$ cat config.mk
export PLATFORM = sky130hd
export DESIGN_NAME = spi_burst_rx
export DESIGN_NICKNAME = d
export VERILOG_FILES = /design/src/rtl/spi_burst_rx.sv
export SDC_FILE = /design/constraint.sdc
export NUM_CORES = 1
export LEC_CHECK = 0
export CAP_MARGIN = 20
export CORE_MARGIN = 2
export CORE_UTILIZATION = 36
export DETAILED_ROUTE_END_ITERATION = 8
export HOLD_SLACK_MARGIN = 0.05
export SETUP_SLACK_MARGIN = 0.1
export SYNTH_ARGS = -nofsm -noshare
export SYNTH_HDL_FRONTEND = slang
export SYNTH_SLANG_ARGS = --single-unit
$ cat constraint.sdc
create_clock -name clk -period 4.92 [get_ports clk]
set_input_delay 0.984 -clock clk [delete_from_list [all_inputs] [get_ports clk]]
set_output_delay 0.984 -clock clk [all_outputs]
set_load 0.005 [all_outputs]
$ cat src/rtl/spi_burst_rx.sv
module spi_burst_rx #(
  parameter int DW    = 32,
  parameter int DEPTH = 8
) (
  input  logic                   clk,
  input  logic                   rst_n,
  input  logic                   spi_sclk,
  input  logic                   spi_mosi,
  input  logic                   spi_ss_n,
  input  logic                   cfg_we,
  input  logic [$clog2(DW)-1:0]  cfg_len,
  input  logic                   cfg_cnt_mode,
  input  logic                   rd_en,
  output logic [DW-1:0]          rd_data,
  output logic                   rx_empty,
  output logic                   rx_full,
  output logic                   rx_ovf
);
  localparam int LW = $clog2(DW);
  localparam int CW = LW + 1;
  localparam int AW = $clog2(DEPTH);

  logic [2:0] sclk_q, ss_q;
  logic [1:0] mosi_q;

  always_ff @(posedge clk or negedge rst_n)
    if (!rst_n) begin
      sclk_q <= '0;
      ss_q   <= '1;
      mosi_q <= '0;
    end else begin
      sclk_q <= {sclk_q[1:0], spi_sclk};
      ss_q   <= {ss_q[1:0], spi_ss_n};
      mosi_q <= {mosi_q[0], spi_mosi};
    end

  wire sclk_rise = sclk_q[1] & ~sclk_q[2];
  wire ss_act    = ~ss_q[1];
  wire ss_rel    = ss_q[1] & ~ss_q[2];
  wire bit_in    = mosi_q[1];

  logic [LW-1:0] len_q;
  logic          cnt_mode_q;

  always_ff @(posedge clk or negedge rst_n)
    if (!rst_n) begin
      len_q      <= LW'(7);
      cnt_mode_q <= 1'b0;
    end else if (cfg_we) begin
      len_q      <= cfg_len;
      cnt_mode_q <= cfg_cnt_mode;
    end

  logic [DW-1:0] sh;
  logic [CW-1:0] cnt;

  wire [DW-1:0] sh_next = {sh[DW-2:0], bit_in};
  wire [CW-1:0] len_p1  = {1'b0, len_q} + CW'(1);
  wire [DW:0]   mask_w  = ((DW+1)'(1) << len_p1) - (DW+1)'(1);
  wire [DW-1:0] mask    = mask_w[DW-1:0];

  wire cnt_hit  = sclk_rise & ss_act & cnt_mode_q & (cnt == {1'b0, len_q});
  wire push_ss  = ss_rel & ~cnt_mode_q & (cnt != '0);
  wire push     = cnt_hit | push_ss;
  wire [DW-1:0] push_data = (cnt_hit ? sh_next : sh) & mask;

  always_ff @(posedge clk or negedge rst_n)
    if (!rst_n) begin
      sh  <= '0;
      cnt <= '0;
    end else if (!ss_act) begin
      sh  <= '0;
      cnt <= '0;
    end else if (sclk_rise) begin
      if (cnt_hit) begin
        sh  <= '0;
        cnt <= '0;
      end else begin
        sh <= sh_next;
        if (cnt != CW'(DW)) cnt <= cnt + CW'(1);
      end
    end

  logic [DW-1:0] mem [DEPTH];
  logic [AW-1:0] wp, rp;
  logic [AW:0]   fill;

  assign rx_full  = (fill == (AW+1)'(DEPTH));
  assign rx_empty = (fill == '0);
  assign rd_data  = mem[rp];

  wire do_push = push & ~rx_full;
  wire do_pop  = rd_en & ~rx_empty;

  always_ff @(posedge clk)
    if (do_push) mem[wp] <= push_data;

  always_ff @(posedge clk or negedge rst_n)
    if (!rst_n) begin
      wp     <= '0;
      rp     <= '0;
      fill   <= '0;
      rx_ovf <= 1'b0;
    end else begin
      if (do_push) wp <= wp + AW'(1);
      if (do_pop)  rp <= rp + AW'(1);
      case ({do_push, do_pop})
        2'b10:   fill <= fill + (AW+1)'(1);
        2'b01:   fill <= fill - (AW+1)'(1);
        default: fill <= fill;
      endcase
      if (push & rx_full) rx_ovf <= 1'b1;
      else if (cfg_we)    rx_ovf <= 1'b0;
    end
endmodule

==> out/qor.txt, run 1 <==
outcome - finished, final reports clean
routed len/inst - 21.30 um
Crit. End Element - output port
# rows - 70
WHS Path Cells - 0
number of global-route vias before repair - 7,150
Final Hold Vio Count - 0
Slew @ Worst Pin - 1.090 ns
Worst Path Max Fanout - 38
post-CTS setup buffer count - 0
initial antenna violation count - 0
GR Overflow Total - 0
Sink Count - 319
P_leak - 5.194 nW
Critical Path AT - 2.85 ns
via count - 6,876
RSZ-0062 raised after global routing - false
Slew headroom - 27.33%
post-synth top area share - 57.83%
post-CTS sizing - 0
Non-Filler Instances - 1,300
Area Overhead vs Synth - 16.89%
clock latency on the worst-skew pair - 0.53 ns
Final setup viols - 0
Mapped Cells - 748
dpl hpwl - 15.92 mm
Unique masters post-synth - 58
Top-Level Pins - 48
Avg Synthesized Cell Area - 17.77 um2
Slew Viols, Final - 0
reg2reg path depth - 7
Critical Path Start Type - flip-flop
Post-DRT Antenna Nets - 0
met3 Usage GRT - 1.977%
die area - 38,480 um2
worst min path class - flip-flop to flip-flop
met1 Use GR - 21.26%
largest net degree at the start of global routing - 67
Main synth FF type - edfxtp_1
die width - 196.2 um
asr flop ratio synth - 19.75%
clock buffer depth - 3
RD Place Congestion - 0.7970
cell total after placement - 1,238
Pwr Density - 464.5 nW/um2
Seq/Total Area, Yosys - 69.75%
first-pass GRT wire length - 42.72 mm
commonest non-fill, non-tap cell in the layout - edfxtp_1
most frequent cells in the layout - edfxtp_1, mux4_2, dfrtp_1, clkdlybuf4s50_1, mux2_2
Clock Skew - 0.01852 ns
Ys Warns - 0
crit path time final - 3.829 ns
Crit path required time - 3.94 ns
drt total wl - 27.69 mm
Synth area leader - edfxtp_1
TritonCTS clock tree - yes
peak supply drop - 0.2842 mV
Synth Net Count - 770
Die H - 196.2 um
initial core utilization - 36.40%
Final Net Count - 828
Pre-Repair DR Iteration Count - 5
Final Cycle Share - 77.83%
Port-buffer cells - 47
hold_buf cts - 0
Finished Core Util - 42.54%
CTS Buf Count - 34
GRT busiest layer - met2
EDFF count, synth - 256
Max Cap Violations - 0
CORE AREA - 36,520 um2
ranking of synthesized cells by area - edfxtp_1, mux4_2, dfrtp_1
Clock Tree Root - clkbuf_16
Setup Crit Path Kind - flip-flop to output port
share of cells above drive strength 1 - 25.36%
ant diodes - 0
Yosys reg bits - 319
Fmax achieved - 261.2 MHz
met2 GRT Util - 23.21%
FILL cells - 3,159
CTS HTree Levels - 2
1st-iter DRT viols - 506
Mapped Area - 13,290 um2
vias per cell - 5.289
DRC - 0
GR Util All Layers - 14.71%
CTS clk-pin slew, worst paths - 0.06 ns
[Yosys cell counts (3+ instances only)]
cell,number
nand4_1,3
o21ai_0,10
or2_2,3
nand3_1,5
clkbuf_1,26
a31oi_1,3
mux2i_1,32
nor3b_1,3
ha_1,8
xor2_1,5
nand2_1,29
nor4_1,4
inv_1,11
mux2_2,39
mux4_2,64
a22o_1,32
buf_6,5
o22ai_1,4
buf_1,3
nor3_1,12
or3_1,4
a21oi_1,18
nor2_1,33
xnor2_1,12
nand2b_1,8
dfstp_2,6
dfrtp_1,57
a211oi_1,5
a2bb2oi_1,3
buf_2,11
edfxtp_1,256
[power breakdown]
| group | internal [W] | total, W | switching, W |
|---|---|---|---|
| combinational | 0.000838 | 0.00140 | 0.000567 |
| clock | 0.00160 | 0.00264 | 0.00104 |
| sequential | 0.00296 | 0.00317 | 0.000215 |
[worst max-delay path, cell delays in order, from the launching register on]
cell,delay [ns]
dfrtp_2,0.86
buf_12,0.32
mux4_2,0.36
mux2_2,0.30
clkdlybuf4s50_1,0.45
[worst paths after layout]
path / startpoint / endpoint / slack [ns]
setup / recovery: rp[1]$_DFFE_PN0P_ / rd_data[10] / 1.09
hold / removal: mosi_q[0]$_DFF_PN0_ / mosi_q[1]$_DFF_PN0_ / 0.35
setup reg to reg: len_q[1]$_DFFE_PN1P_ / mem[0][20]$_DFFE_PP_ / 1.34
hold reg to reg: mosi_q[0]$_DFF_PN0_ / mosi_q[1]$_DFF_PN0_ / 0.35
max in group asynchronous: rst_n / rp[0]$_DFFE_PN0P_ / 3.46
min in group asynchronous: rst_n / fill[1]$_DFFE_PN0P_ / 0.42
[flip-flops by register name, indices dropped and copies added (netlist names), 2 cells and up]
name	count
cnt	6
fill	4
len_q	5
mem	256
mosi_q	2
rp	3
sclk_q	3
sh	32
ss_q	3
wp	3
[cell families (layout without fill, tap and decap cells)]
logic type	Yosys count	count (layout)	synth area share [%]
compound gates	87	87	4.744
buf+inv	59	143	2.202
other cells	1	1	0.02821
simple gates	121	121	4.697
flops	319	319	69.75
mux	135	135	16.56
xor+xnor	17	17	1.120
fa+ha+maj	9	9	0.9037
[cell type report]
| cell class | instances | area (um2) | share of cell area, % |
|---|---|---|---|
| inverters | 12 | 45.04 | 0.2899 |
| clock inverters | 16 | 185.2 | 1.192 |
| flip-flops and latches | 319 | 9278 | 59.71 |
| repair buffers | 69 | 655.6 | 4.220 |
| well taps | 468 | 585.6 | 3.769 |
| multi-input cells | 370 | 3787 | 24.38 |
| clock buffers | 46 | 1001 | 6.442 |
[stage by stage]
| stage | instance area, um2 | hold WS (ns) | TNS [ns] | total power, W | worst slack (ns) |
|---|---|---|---|---|---|
| finish | 15540 | 0.3510 | 0 | 0.007217 | 1.091 |
| global placement | 14350 | 0.3370 | 0 | 0.004681 | 1.483 |
| CTS | 15540 | 0.3552 | 0 | 0.007333 | 1.031 |
| detailed placement | 14350 | 0.3370 | 0 | 0.004676 | 1.410 |
| global route | 15540 | 0.3624 | 0 | 0.007522 | 0.9704 |
| floorplan | 13290 | 0.3312 | -30.64 | 0.004053 | -0.3889 |
[metal layers]
metal / share of wire, % / wire length, um
met1: 47 / 12920
met5: 0 / 0
met3: 4.0 / 1101
met2: 47 / 13060
met4: 2.2 / 605
(Power assumes the default switching activity.)
==> run 2: changes to the inputs <==
==> constraint.sdc (replaced) <==
create_clock -name clk -period 3.32 [get_ports clk]
set_input_delay 0.664 -clock clk [delete_from_list [all_inputs] [get_ports clk]]
set_output_delay 0.664 -clock clk [all_outputs]
set_load 0.005 [all_outputs]
==> out/qor.txt, run 2 (synthesis gave the netlist of run 1 again) <==
outcome - finished, final reports clean
# rows - 70
Sink Count - 319
Finished Cell Area - 16,230 um2
Slew Viols, Final - 0
vias per cell - 5.168
TritonCTS clock tree - yes
CTS HTree Levels - 2
first-pass GRT wire length - 42.95 mm
Top-Level Pins - 48
initial core utilization - 36.40%
setup_tns - 0 ns
initial antenna violation count - 0
routed len/inst - 20.79 um
Crit. End Element - output port
via count - 6,930
die width - 196.2 um
Final setup viols - 0
met2 GRT Util - 24.36%
Post-DRT Antenna Nets - 0
slowest CP cell - dfrtp_4
CTS Buf Count - 35
Slew @ Worst Pin - 0.8465 ns
dpl hpwl - 15.75 mm
worst min path class - primary input to async pin
GRT busiest layer - met2
CP peak stage delay - 0.50 ns
die area - 38,480 um2
Most flops, register - mem
number of global-route vias before repair - 7,222
RSZ-0062 raised after global routing - true
clock buffer depth - 3
GR Util All Layers - 14.62%
Slew headroom - 43.13%
Fin Hold WS - 0.1433 ns
ant diodes - 0
Critical Path Start Type - flip-flop
Crit path required time - 2.66 ns
Final Net Count - 869
met1 Use GR - 20.23%
Area Overhead vs Synth - 22.12%
Setup Crit Path Kind - flip-flop to output port
placed inst area - 14,690 um2
Port-buffer cells - 47
1st-iter DRT viols - 579
CORE AREA - 36,520 um2
cell mode on critical path - buf_12
drt total wl - 27.89 mm
Pwr Density - 700.2 nW/um2
RD Place Congestion - 0.7994
peak supply drop - 0.3575 mV
CTS clk-pin slew, worst paths - 0.06 ns
Critical Path AT - 2.55 ns
commonest non-fill, non-tap cell in the layout - edfxtp_1
crit path time final - 3.215 ns
Clock Skew - 0.01063 ns
Final Hold Vio Count - 0
top flop regs - mem (256), sh (32), cnt (6)
Clock Tree Root - clkbuf_16
Finished Core Util - 44.45%
largest net degree at the start of global routing - 40
Fmax achieved - 311.0 MHz
Worst Path Max Fanout - 4
Max Cap Violations - 0
worst path cell trace - buf_12 > buf_12 > buf_4 > mux4_2 > mux2_2 > clkdlybuf4s50_1
DRC - 0
P_leak - 5.613 nW
total power draw - 0.01137 W
max reg flops - 256
Die H - 196.2 um
Pre-Repair DR Iteration Count - 4
share of cells above drive strength 1 - 28.98%
GR Overflow Total - 0
clock latency on the worst-skew pair - 0.51 ns
Final Cycle Share - 96.84%
met3 Usage GRT - 2.029%
most frequent cells in the layout - edfxtp_1, mux4_2, dfrtp_1, clkbuf_16, buf_4
[run 2: critical path, delay by kind of cell, from the launching register on]
family	cells	cell delay [ns]
DFF	1	0.50
buffers and inverters	4	0.85
muxes	2	0.70
[run 2: worst paths after layout]
path	start	end	slack [ns]	cells past startpoint
min in group clk	ss_q[0]$_DFF_PN1_	ss_q[1]$_DFF_PN1_	0.35	0
min	rst_n	rp[2]$_DFFE_PN0P_	0.14	1
max in group asynchronous	rst_n	ss_q[0]$_DFF_PN1_	2.50	2
max	rp[0]$_DFFE_PN0P_	rd_data[26]	0.11	6
min reg2reg	ss_q[0]$_DFF_PN1_	ss_q[1]$_DFF_PN1_	0.35	0
max reg2reg	len_q[0]$_DFFE_PN1P_	mem[0][22]$_DFFE_PP_	0.49	11
[run 2: power breakdown]
group | switching, W | internal [W] | leakage [nW] | total (W)
sequential | 0.000170 | 0.00438 | 3.21 | 0.00455
combinational | 0.00113 | 0.00157 | 1.81 | 0.00270
clock | 0.00157 | 0.00255 | 0.595 | 0.00412
[run 2: area by class of cell]
class,count,area [um2]
inverters,12,45.04
multi-input cells,370,3822
well taps,468,585.6
clock buffers,44,1037
clock inverters,19,219.0
fillers,3142,20290
flip-flops and latches,319,9278
repair buffers,109,1246
[run 2: timing repair]
| item | 4_1_cts | 5_1_grt |
|---|---|---|
| endpoints found under the setup margin | 29 | 26 |
| gates resized for setup | 5 | 17 |
| hold buffers | 0 | 0 |
| cloned | 1 | 4 |
| pin swaps | 0 | 0 |
| setup buffers | 5 | 6 |
[run 2: routing by layer]
metal	vias to the layer above	wire length (um)
met3	34	1002
met5	-	0
met4	0	485
li1	3171	-
met1	3586	12600
met2	139	13790
[run 2: stage by stage]
step	setup slack (ns)	std cells
2_1_floorplan	-0.8296	748
3_3_place_gp	0.5125	1262
3_5_place_dp	0.4619	1262
4_1_cts	0.06893	1331
5_1_grt	0.03896	1341
6_report	0.1050	1341
